### config.mk
export PLATFORM = sky130hd
export DESIGN_NAME = pit_bus_ctrl
export DESIGN_NICKNAME = d
export VERILOG_FILES = /design/src/rtl/pit_bus_pkg.sv /design/src/rtl/pit_bus_decode.sv /design/src/rtl/pit_wr_chan.sv /design/src/rtl/pit_rd_chan.sv /design/src/rtl/pit_bus_ctrl.sv
export SDC_FILE = /design/constraint.sdc
export NUM_CORES = 1
export LEC_CHECK = 0
export BUFFER_PORTS_ARGS = -buffer_cell sky130_fd_sc_hd__buf_2
export CELL_PAD_IN_SITES_DETAIL_PLACEMENT = 0
export CELL_PAD_IN_SITES_GLOBAL_PLACEMENT = 1
export CORE_MARGIN = 5
export CORE_UTILIZATION = 46
export CTS_CLUSTER_DIAMETER = 150
export CTS_CLUSTER_SIZE = 16
export DETAILED_ROUTE_END_ITERATION = 6
export GPL_ROUTABILITY_DRIVEN = 1
export PLACE_DENSITY = 0.95
export SYNTH_ARGS = -nofsm -noshare
export SYNTH_HDL_FRONTEND = slang
export SYNTH_HIERARCHICAL = 1
export SYNTH_SLANG_ARGS = --single-unit
### constraint.sdc
create_clock -name clk -period 7.9 [get_ports clk]
set_input_delay 1.58 -clock clk [delete_from_list [all_inputs] [get_ports clk]]
set_output_delay 1.58 -clock clk [all_outputs]
set_load 0.005 [all_outputs]
### src/rtl/pit_bus_pkg.sv
package pit_bus_pkg;
  localparam int NCH = 3;
  localparam int DW  = 8;
  localparam int CW  = 2 * DW;
  localparam int AW  = $clog2(NCH + 1);
  localparam logic [AW-1:0] CTRL_ADDR = AW'(NCH);

  typedef enum logic [1:0] {
    ACC_LATCH = 2'b00,
    ACC_LO    = 2'b01,
    ACC_HI    = 2'b10,
    ACC_LOHI  = 2'b11
  } acc_e;

  typedef struct packed {
    acc_e       acc;
    logic [2:0] mode;
    logic       bcd;
  } chan_cfg_t;

  // Modes with bit 1 set alias onto 2 and 3.
  function automatic logic [2:0] norm_mode(input logic [2:0] m);
    return m[1] ? {1'b0, m[1:0]} : m;
  endfunction
endpackage

### src/rtl/pit_bus_decode.sv
module pit_bus_decode
  import pit_bus_pkg::*;
(
  input  logic          cs_n,
  input  logic          rd_n,
  input  logic          wr_n,
  input  logic [AW-1:0] addr,
  input  logic [DW-1:0] din,
  output logic [NCH-1:0] cw_prog,
  output logic [NCH-1:0] cw_latch,
  output logic [NCH-1:0] rb_status,
  output logic [NCH-1:0] data_wr,
  output logic [NCH-1:0] data_rd,
  output logic           rd_any,
  output logic           rd_ctrl
);
  logic wr_cyc, rd_cyc, is_ctrl;
  logic [1:0] sc, rwf;

  assign wr_cyc  = !cs_n && !wr_n && rd_n;
  assign rd_cyc  = !cs_n && !rd_n && wr_n;
  assign is_ctrl = (addr == CTRL_ADDR);
  assign sc      = din[7:6];
  assign rwf     = din[5:4];
  assign rd_any  = rd_cyc;
  assign rd_ctrl = rd_cyc && is_ctrl;

  for (genvar i = 0; i < NCH; i++) begin : g_dec
    assign data_wr[i]   = wr_cyc && (addr == AW'(i));
    assign data_rd[i]   = rd_cyc && (addr == AW'(i));
    assign cw_prog[i]   = wr_cyc && is_ctrl && (sc == 2'(i)) && (rwf != 2'b00);
    assign cw_latch[i]  = wr_cyc && is_ctrl && (sc == 2'(i)) && (rwf == 2'b00);
    assign rb_status[i] = wr_cyc && is_ctrl && (sc == 2'b11) && !din[4] && din[i+1];
  end
endmodule

### src/rtl/pit_wr_chan.sv
module pit_wr_chan
  import pit_bus_pkg::*;
(
  input  logic          clk,
  input  logic          rst_n,
  input  logic          cw_prog,
  input  logic          data_wr,
  input  logic [DW-1:0] din,
  output chan_cfg_t     cfg,
  output logic          cfg_stb,
  output logic          load_stb,
  output logic [CW-1:0] load_val
);
  logic          hi_next;
  logic [DW-1:0] lo_hold;

  always_ff @(posedge clk) begin
    if (!rst_n) begin
      cfg      <= '{acc: ACC_LOHI, mode: 3'd0, bcd: 1'b0};
      hi_next  <= 1'b0;
      lo_hold  <= '0;
      cfg_stb  <= 1'b0;
      load_stb <= 1'b0;
      load_val <= '0;
    end else begin
      cfg_stb  <= cw_prog;
      load_stb <= 1'b0;
      if (cw_prog) begin
        cfg     <= '{acc: acc_e'(din[5:4]), mode: norm_mode(din[3:1]), bcd: din[0]};
        hi_next <= 1'b0;
      end else if (data_wr) begin
        case (cfg.acc)
          ACC_LO: begin
            load_val <= {{DW{1'b0}}, din};
            load_stb <= 1'b1;
          end
          ACC_HI: begin
            load_val <= {din, {DW{1'b0}}};
            load_stb <= 1'b1;
          end
          ACC_LOHI: begin
            if (!hi_next) begin
              lo_hold <= din;
              hi_next <= 1'b1;
            end else begin
              load_val <= {din, lo_hold};
              load_stb <= 1'b1;
              hi_next  <= 1'b0;
            end
          end
          default: ;
        endcase
      end
    end
  end
endmodule

### src/rtl/pit_rd_chan.sv
module pit_rd_chan
  import pit_bus_pkg::*;
(
  input  logic          clk,
  input  logic          rst_n,
  input  logic          cw_prog,
  input  logic          cw_latch,
  input  logic          rb_status,
  input  logic          data_rd,
  input  chan_cfg_t     cfg,
  input  logic [CW-1:0] live_cnt,
  input  logic          out_i,
  output logic [DW-1:0] rd_byte
);
  logic          latched, rptr_hi, stat_pend;
  logic [CW-1:0] snap, src;
  logic [DW-1:0] stat_byte;

  assign src = latched ? snap : live_cnt;

  always_comb begin
    if (stat_pend) begin
      rd_byte = stat_byte;
    end else begin
      case (cfg.acc)
        ACC_HI:   rd_byte = src[CW-1:DW];
        ACC_LOHI: rd_byte = rptr_hi ? src[CW-1:DW] : src[DW-1:0];
        default:  rd_byte = src[DW-1:0];
      endcase
    end
  end

  always_ff @(posedge clk) begin
    if (!rst_n) begin
      latched   <= 1'b0;
      rptr_hi   <= 1'b0;
      stat_pend <= 1'b0;
      snap      <= '0;
      stat_byte <= '0;
    end else if (cw_prog) begin
      latched   <= 1'b0;
      rptr_hi   <= 1'b0;
      stat_pend <= 1'b0;
    end else begin
      if (cw_latch && !latched) begin
        snap    <= live_cnt;
        latched <= 1'b1;
        rptr_hi <= 1'b0;
      end
      if (rb_status && !stat_pend) begin
        stat_byte <= {out_i, 1'b0, cfg.acc, cfg.mode, cfg.bcd};
        stat_pend <= 1'b1;
      end
      if (data_rd) begin
        if (stat_pend) begin
          stat_pend <= 1'b0;
        end else begin
          case (cfg.acc)
            ACC_LOHI: begin
              if (rptr_hi) begin
                rptr_hi <= 1'b0;
                latched <= 1'b0;
              end else begin
                rptr_hi <= 1'b1;
              end
            end
            default: latched <= 1'b0;
          endcase
        end
      end
    end
  end
endmodule

### src/rtl/pit_bus_ctrl.sv
module pit_bus_ctrl
  import pit_bus_pkg::*;
(
  input  logic                 clk,
  input  logic                 rst_n,
  input  logic                 cs_n,
  input  logic                 rd_n,
  input  logic                 wr_n,
  input  logic [AW-1:0]        addr,
  input  logic [DW-1:0]        din,
  output logic [DW-1:0]        dout,
  input  logic [NCH*CW-1:0]    ch_count_i,
  input  logic [NCH-1:0]       ch_out_i,
  output logic [NCH*3-1:0]     ch_mode_o,
  output logic [NCH-1:0]       ch_bcd_o,
  output logic [NCH-1:0]       ch_cfg_stb_o,
  output logic [NCH-1:0]       ch_load_stb_o,
  output logic [NCH*CW-1:0]    ch_load_val_o
);
  logic [NCH-1:0] cw_prog, cw_latch, rb_status, data_wr, data_rd;
  logic           rd_any, rd_ctrl;
  chan_cfg_t      cfg [NCH];
  logic [DW-1:0]  rd_byte [NCH];
  logic [DW-1:0]  rd_sel;

  pit_bus_decode u_dec (
    .cs_n(cs_n), .rd_n(rd_n), .wr_n(wr_n), .addr(addr), .din(din),
    .cw_prog(cw_prog), .cw_latch(cw_latch), .rb_status(rb_status),
    .data_wr(data_wr), .data_rd(data_rd), .rd_any(rd_any), .rd_ctrl(rd_ctrl)
  );

  for (genvar i = 0; i < NCH; i++) begin : g_ch
    pit_wr_chan u_wr (
      .clk(clk), .rst_n(rst_n), .cw_prog(cw_prog[i]), .data_wr(data_wr[i]),
      .din(din), .cfg(cfg[i]), .cfg_stb(ch_cfg_stb_o[i]),
      .load_stb(ch_load_stb_o[i]), .load_val(ch_load_val_o[i*CW +: CW])
    );
    pit_rd_chan u_rd (
      .clk(clk), .rst_n(rst_n), .cw_prog(cw_prog[i]), .cw_latch(cw_latch[i]),
      .rb_status(rb_status[i]), .data_rd(data_rd[i]), .cfg(cfg[i]),
      .live_cnt(ch_count_i[i*CW +: CW]), .out_i(ch_out_i[i]), .rd_byte(rd_byte[i])
    );
    assign ch_mode_o[i*3 +: 3] = cfg[i].mode;
    assign ch_bcd_o[i]         = cfg[i].bcd;
  end

  always_comb begin
    rd_sel = '0;
    for (int i = 0; i < NCH; i++) begin
      if (addr == AW'(i)) rd_sel = rd_byte[i];
    end
  end

  always_ff @(posedge clk) begin
    if (!rst_n)      dout <= '0;
    else if (rd_any) dout <= rd_ctrl ? '0 : rd_sel;
  end
endmodule

* Word-level counts from Yosys, hierarchy flattened
Cells that the tools add are included. W data, S select, Z words.
Storage, ports and cells: register bits 185, input port bits 66, output and inout bits 74
Cells by class: equality and inequality tests 18, mux-type cells 71, bitwise logic cells 10, reduce and logical (&&, ||, !) cells 73
Operator list (count):
- $pmux W16 S3 | 3
- $mux W16 | 6
- $mux W8 | 10
- $pmux W8 S2 | 3
- $mux W1 | 45
- $logic_and A1 B1 Y1 | 32
- $reduce_and A4 Y1 | 6
- $eq A2 B2 Y1 const B | 10
- $reduce_and A2 Y1 | 9
- $reduce_or A2 Y1 | 6
- $eq A2 B1 Y1 const B | 5
- $logic_not A1 Y1 | 10
- $not A1 Y1 | 10
- $reduce_bool A3 Y1 | 3
- $reduce_or A3 Y1 | 3
- $logic_not A2 Y1 | 3
- $ne A2 B2 Y1 const B | 3
- $pmux W1 S2 | 3
- $mux W3 | 1
- $reduce_bool A2 Y1 | 1

* Longest topological paths before layout
depth in word-level cells 12, gate-level depth with buffers 8, mapped depth without buffers 6

* Modules after synthesis
The synthesis kept the hierarchy.
Modules (own cells, without submodules):
- pit_wr_chan | times used 3, cells each 150, area each 1458.9 um2, seq. area each 660.6 um2
- pit_rd_chan | times used 3, cells each 164, area each 1408.9 um2, seq. area each 520.5 um2
- pit_bus_ctrl | times used 1, cells each 39, area each 410.4 um2, seq. area each 160.2 um2
- pit_bus_decode | times used 1, cells each 34, area each 206.4 um2, seq. area each 0.0 um2

* Worst setup path after synthesis
OpenSTA, ideal clock, no wires.
kind input to register, from in cs_n, to reg g_ch[1].u_wr.load_val[10], arrival time 3.509 ns, data required time 7.828 ns, setup slack 4.320 ns, stages on the path 8, path through or3b_1 -> buf_6 -> nor3_1 -> or3b_1 -> buf_6 -> or2_2 -> buf_6 -> mux2i_1
On the way: longest elaborated chain between the ends 8, elaborated cells on any way between the ends 9, classes of those cells bitwise (1); reduce/logical (8)
RTL lines:
- from (decl) | RTL line pit_bus_ctrl.sv:6 | input logic cs_n,
- $logic_not A1 Y1 | RTL line pit_bus_decode.sv:20 | assign wr_cyc = !cs_n && !wr_n && rd_n;
- $logic_and A1 B1 Y1 (2 in a row) | RTL line pit_bus_decode.sv:20
- $logic_and A1 B1 Y1 (3 in a row) | RTL line pit_bus_decode.sv:31 | assign cw_prog[i] = wr_cyc && is_ctrl && (sc == 2'(i)) && (rwf != 2'b00);
- named net cw_prog[1] | RTL line pit_bus_ctrl.sv:20 | logic [NCH-1:0] cw_prog, cw_latch, rb_status, data_wr, data_rd;
- $not A1 Y1 (no source line)
- $reduce_and A4 Y1 (no source line)
- to (signal assigned) | RTL line pit_wr_chan.sv:34 | load_val <= {{DW{1'b0}}, din};
- to (signal assigned) | RTL line pit_wr_chan.sv:38 | load_val <= {din, {DW{1'b0}}};
- to (signal assigned) | RTL line pit_wr_chan.sv:46 | load_val <= {din, lo_hold};
- to (decl) | RTL line pit_wr_chan.sv:12 | output logic [CW-1:0] load_val
The timed path passes the listed nets, and every way through them passes these cells. A chain may end at the register's enable or synchronous reset.

* Final worst setup path
from in cs_n, to reg g_ch[0].u_wr.load_val[9]
On the way: longest elaborated chain between the ends 8, elaborated cells on any way between the ends 9, classes of those cells bitwise (1); reduce/logical (8)
RTL lines (RTL line):
- $logic_not A1 Y1 | pit_bus_decode.sv:20
- $logic_and A1 B1 Y1 (2 in a row) | pit_bus_decode.sv:20
- $logic_and A1 B1 Y1 (3 in a row) | pit_bus_decode.sv:31
- named net cw_prog[0] | pit_bus_ctrl.sv:20
- $not A1 Y1 (no source line)
- $reduce_and A4 Y1 (no source line)
- to (signal assigned) | pit_wr_chan.sv:34
- to (signal assigned) | pit_wr_chan.sv:38
- to (signal assigned) | pit_wr_chan.sv:46
- to (decl) | pit_wr_chan.sv:12
The timed path passes the listed nets, and every way through them passes these cells.

==> results_dict.tcl <==
set metrics [dict create \
    crit_path_frequent_cell "or3b_1" \
    die_h_um 152 \
    numCtsBuffers 17 \
    finalWeightedCongestion 0.822 \
    hold_viol_final 0 \
    p_leak_nw 3.99 \
    cp_slowest_cell "nor4_4" \
    fin_nets 1171 \
    drt_iter0_markers 434 \
    finalSetupTns_ns 0 \
    first_global_vias 7066 \
    worstSetupStartpointType "input pin" \
    synthMuxAreaShare 0.119 \
    port_buffers 139 \
    multiInputGateArea_um2 4970 \
    worst-path-buf-inv 1 \
    fillers 1821 \
    hpwl_um 15500 \
    worst_ep_required_time_ns 8.26 \
    die_x_um 152 \
    critPathCaptureType "register" \
    ys_types 43 \
    io_pins 140 \
    num_rows 51 \
    cts_resized 0 \
    period_minus_slack_ns 3.86 \
    worst_hold_path_type "register to register" \
    clockBufferDepth 2 \
    ys_ff_latch 185 \
    cts_hold_buf 0 \
    synth_top_family_by_area "simple AND/OR/NAND/NOR gates" \
    top_layer_used "met4" \
    power_mw 1.93 \
    numClockSinks 185 \
    via_count 7534 \
    path_max_fanout 18 \
    crit_chain "buf_2 > or3b_1 > nor4_4 > or3b_1 > or2_2 > mux2i_1" \
    setup.worst_path.class "input pin to register" \
    drive_above_1_share 0.181 \
    register_area_um2 3700 \
    syn_avg_cell_area_um2 9.08 \
    viasPerCell 5.50 \
    max_freq_mhz 259 \
    maxSlewViolCount 0 \
    final_cell_mix "dfxtp_1 (185), nand2_1 (151), buf_2 (138)" \
    grt_overflow_total 0 \
    yosysSeqAreaShare 0.402 \
    cts_tree "built" \
    route.met3.wl_um 1490 \
    core_area_um2 19600 \
    relSlewSlack 0.202 \
    areaGrowthSynthToFinish_pct 13.1 \
    period_share 0.489 \
    yosys_warnings 6 \
    antenna-diode-count 0 \
    wl_met1_um 10800 \
    yosys.area_share.xor_xnor 0.00285 \
    critPathMaxStageDelay_ns 0.94 \
    cts_setup_buffers 0 \
    antenna_found_initial 0 \
    syn_nets 1093 \
    cellPowerDensity_nw_per_um2 185 \
    status "completed" \
    synth-compound-area-share 0.153 \
    synthAdderAreaFrac 0.0163 \
    layout_commonest_cell "dfxtp_1" \
    synth-simple-area-share 0.243 \
    grt_max_degree 72 \
    rsz0062_at_grt "no" \
    crit_arrival_ns 4.22 \
    grt.total_usage 0.200 \
    dieArea_um2 23000 \
    finalSetupViolations 0 \
    crit_family "simple AND/OR/NAND/NOR gates" \
    worst_pin_slew_ns 1.20 \
    grt_pass1_wl_um 36800 \
    ant_nets 0 \
    clock_latency_ns 0.43 \
    wl_per_cell_um 17.0 \
    wl_met2_um 10800 \
    netlist_area_um2 9220 \
    cts_root_buf "clkbuf_16" \
    cts_max_level 4 \
    cap_violations 0 \
    route.detailed.drc 0 \
    fin_worst_skew_ns 0.0103 \
    first_pass_iters 5 \
    initial_utilization 0.471 \
    wl_um 23300 \
    vdd_drop_max_v 0.000148 \
    syn_inst 1015 \
    clk_transition_reported_paths_ns 0.07 \
]
==> where the power goes <==
part           leakage [nW]  internal, mW  switching (mW)
Sequential             1.49         0.937         0.00422
Combinational          2.20        0.0507          0.0700
Clock                 0.294         0.499           0.370
==> final cells by class <==
type,count,area share
multi-input cells,727,0.477
flip-flops and latches,185,0.355
repair buffers,149,0.0742
clock buffers,17,0.0408
well taps,265,0.0318
clock inverters,14,0.0163
inverters,13,0.00468
==> routing by layer <==
metal / GRT usage / up-vias
met4: 0.0642 / 0
met1: 0.274 / 3561
met3: 0.0458 / 24
met2: 0.315 / 216
met5: 0 / -
li1: - / 3733
==> worst min-delay path, stage by stage (launching register included) <==
cell and delay [ns]:
dfxtp_1 0.31, nand2_1 0.05, a21boi_1 0.05
==> state kept, by name, summed over array words and instances, names as in the netlist <==
name / count
g_ch.u_wr/load_val: 48
g_ch.u_rd/stat_pend: 3
g_ch.u_wr/lo_hold: 24
g_ch.u_wr/hi_next: 3
g_ch.u_rd/latched: 3
g_ch.u_wr/load_stb: 3
g_ch.u_rd/rptr_hi: 3
g_ch.u_rd/stat_byte: 21
g_ch.u_rd/snap: 48
g_ch.u_wr/cfg: 18
dout: 8
g_ch.u_wr/cfg_stb: 3
==> cells by family after synthesis <==
| kind of cell | count (synthesis) |
|---|---|
| AO/OA/AOI/OAI | 197 |
| XOR/XNOR | 3 |
| adder cells (fa/ha/maj) | 12 |
| buffers and inverters | 103 |
| flip-flops | 185 |
| multiplexers | 110 |
| AND/OR/NAND/NOR | 405 |
==> cells in the mapped netlist (all sizes together) <==
cell | count | area, um2
dfxtp | 185 | 3700
nand2 | 151 | 567
mux2i | 110 | 1100
nor2b | 82 | 513
a21boi | 51 | 383
buf | 50 | 383
clkbuf | 40 | 151
nor3b | 34 | 300
a21oi | 30 | 150
o211ai | 30 | 225
nand3 | 27 | 135
a221oi | 24 | 210
o21ai | 24 | 131
nor2 | 23 | 86.3
and3 | 21 | 131
o31ai | 21 | 158
nand2b | 14 | 87.6
inv | 13 | 48.8
ha | 12 | 150
or3b | 11 | 96.3
a221o | 8 | 80.1
nand3b | 8 | 60.1
nor3 | 7 | 35.0
a311oi | 6 | 52.6
or2 | 6 | 37.5
nand4b | 5 | 43.8
nand4bb | 4 | 45.0
a211oi | 3 | 22.5
and2 | 3 | 18.8
nor4 | 3 | 25.0
nor4bb | 3 | 30.0
xor2 | 3 | 26.3
nand4 | 1 | 6.26
nor4b | 1 | 15.0
or4b | 1 | 10.0
==> path summary, 6_finish.rpt <==
check / startpoint / endpoint / slack (ns) / cells after the start
worst max register to register: g_ch[2].u_wr/cfg[5] / g_ch[2].u_wr/load_val[9] / 4.83 / 4
worst min-delay path: g_ch[1].u_rd/snap[15] / g_ch[1].u_rd/snap[15] / 0.45 / 2
worst max-delay path: cs_n / g_ch[0].u_wr/load_val[9] / 4.04 / 6
worst min register to register: g_ch[1].u_rd/snap[15] / g_ch[1].u_rd/snap[15] / 0.45 / 2
==> metrics by stage <==
stage,hold WS [ns],instances,worst slack (ns),area (um2),utilization
floorplan,0.435,1015,4.32,9220,-
global placement,0.440,1339,3.71,9830,0.502
detailed placement,0.445,1339,3.65,9830,0.502
CTS,0.454,1370,4.08,10400,0.532
global route,0.470,1370,3.91,10400,0.532
finish,0.454,1370,4.04,10400,0.532
Note: power is estimated with default switching activity, not from simulation.
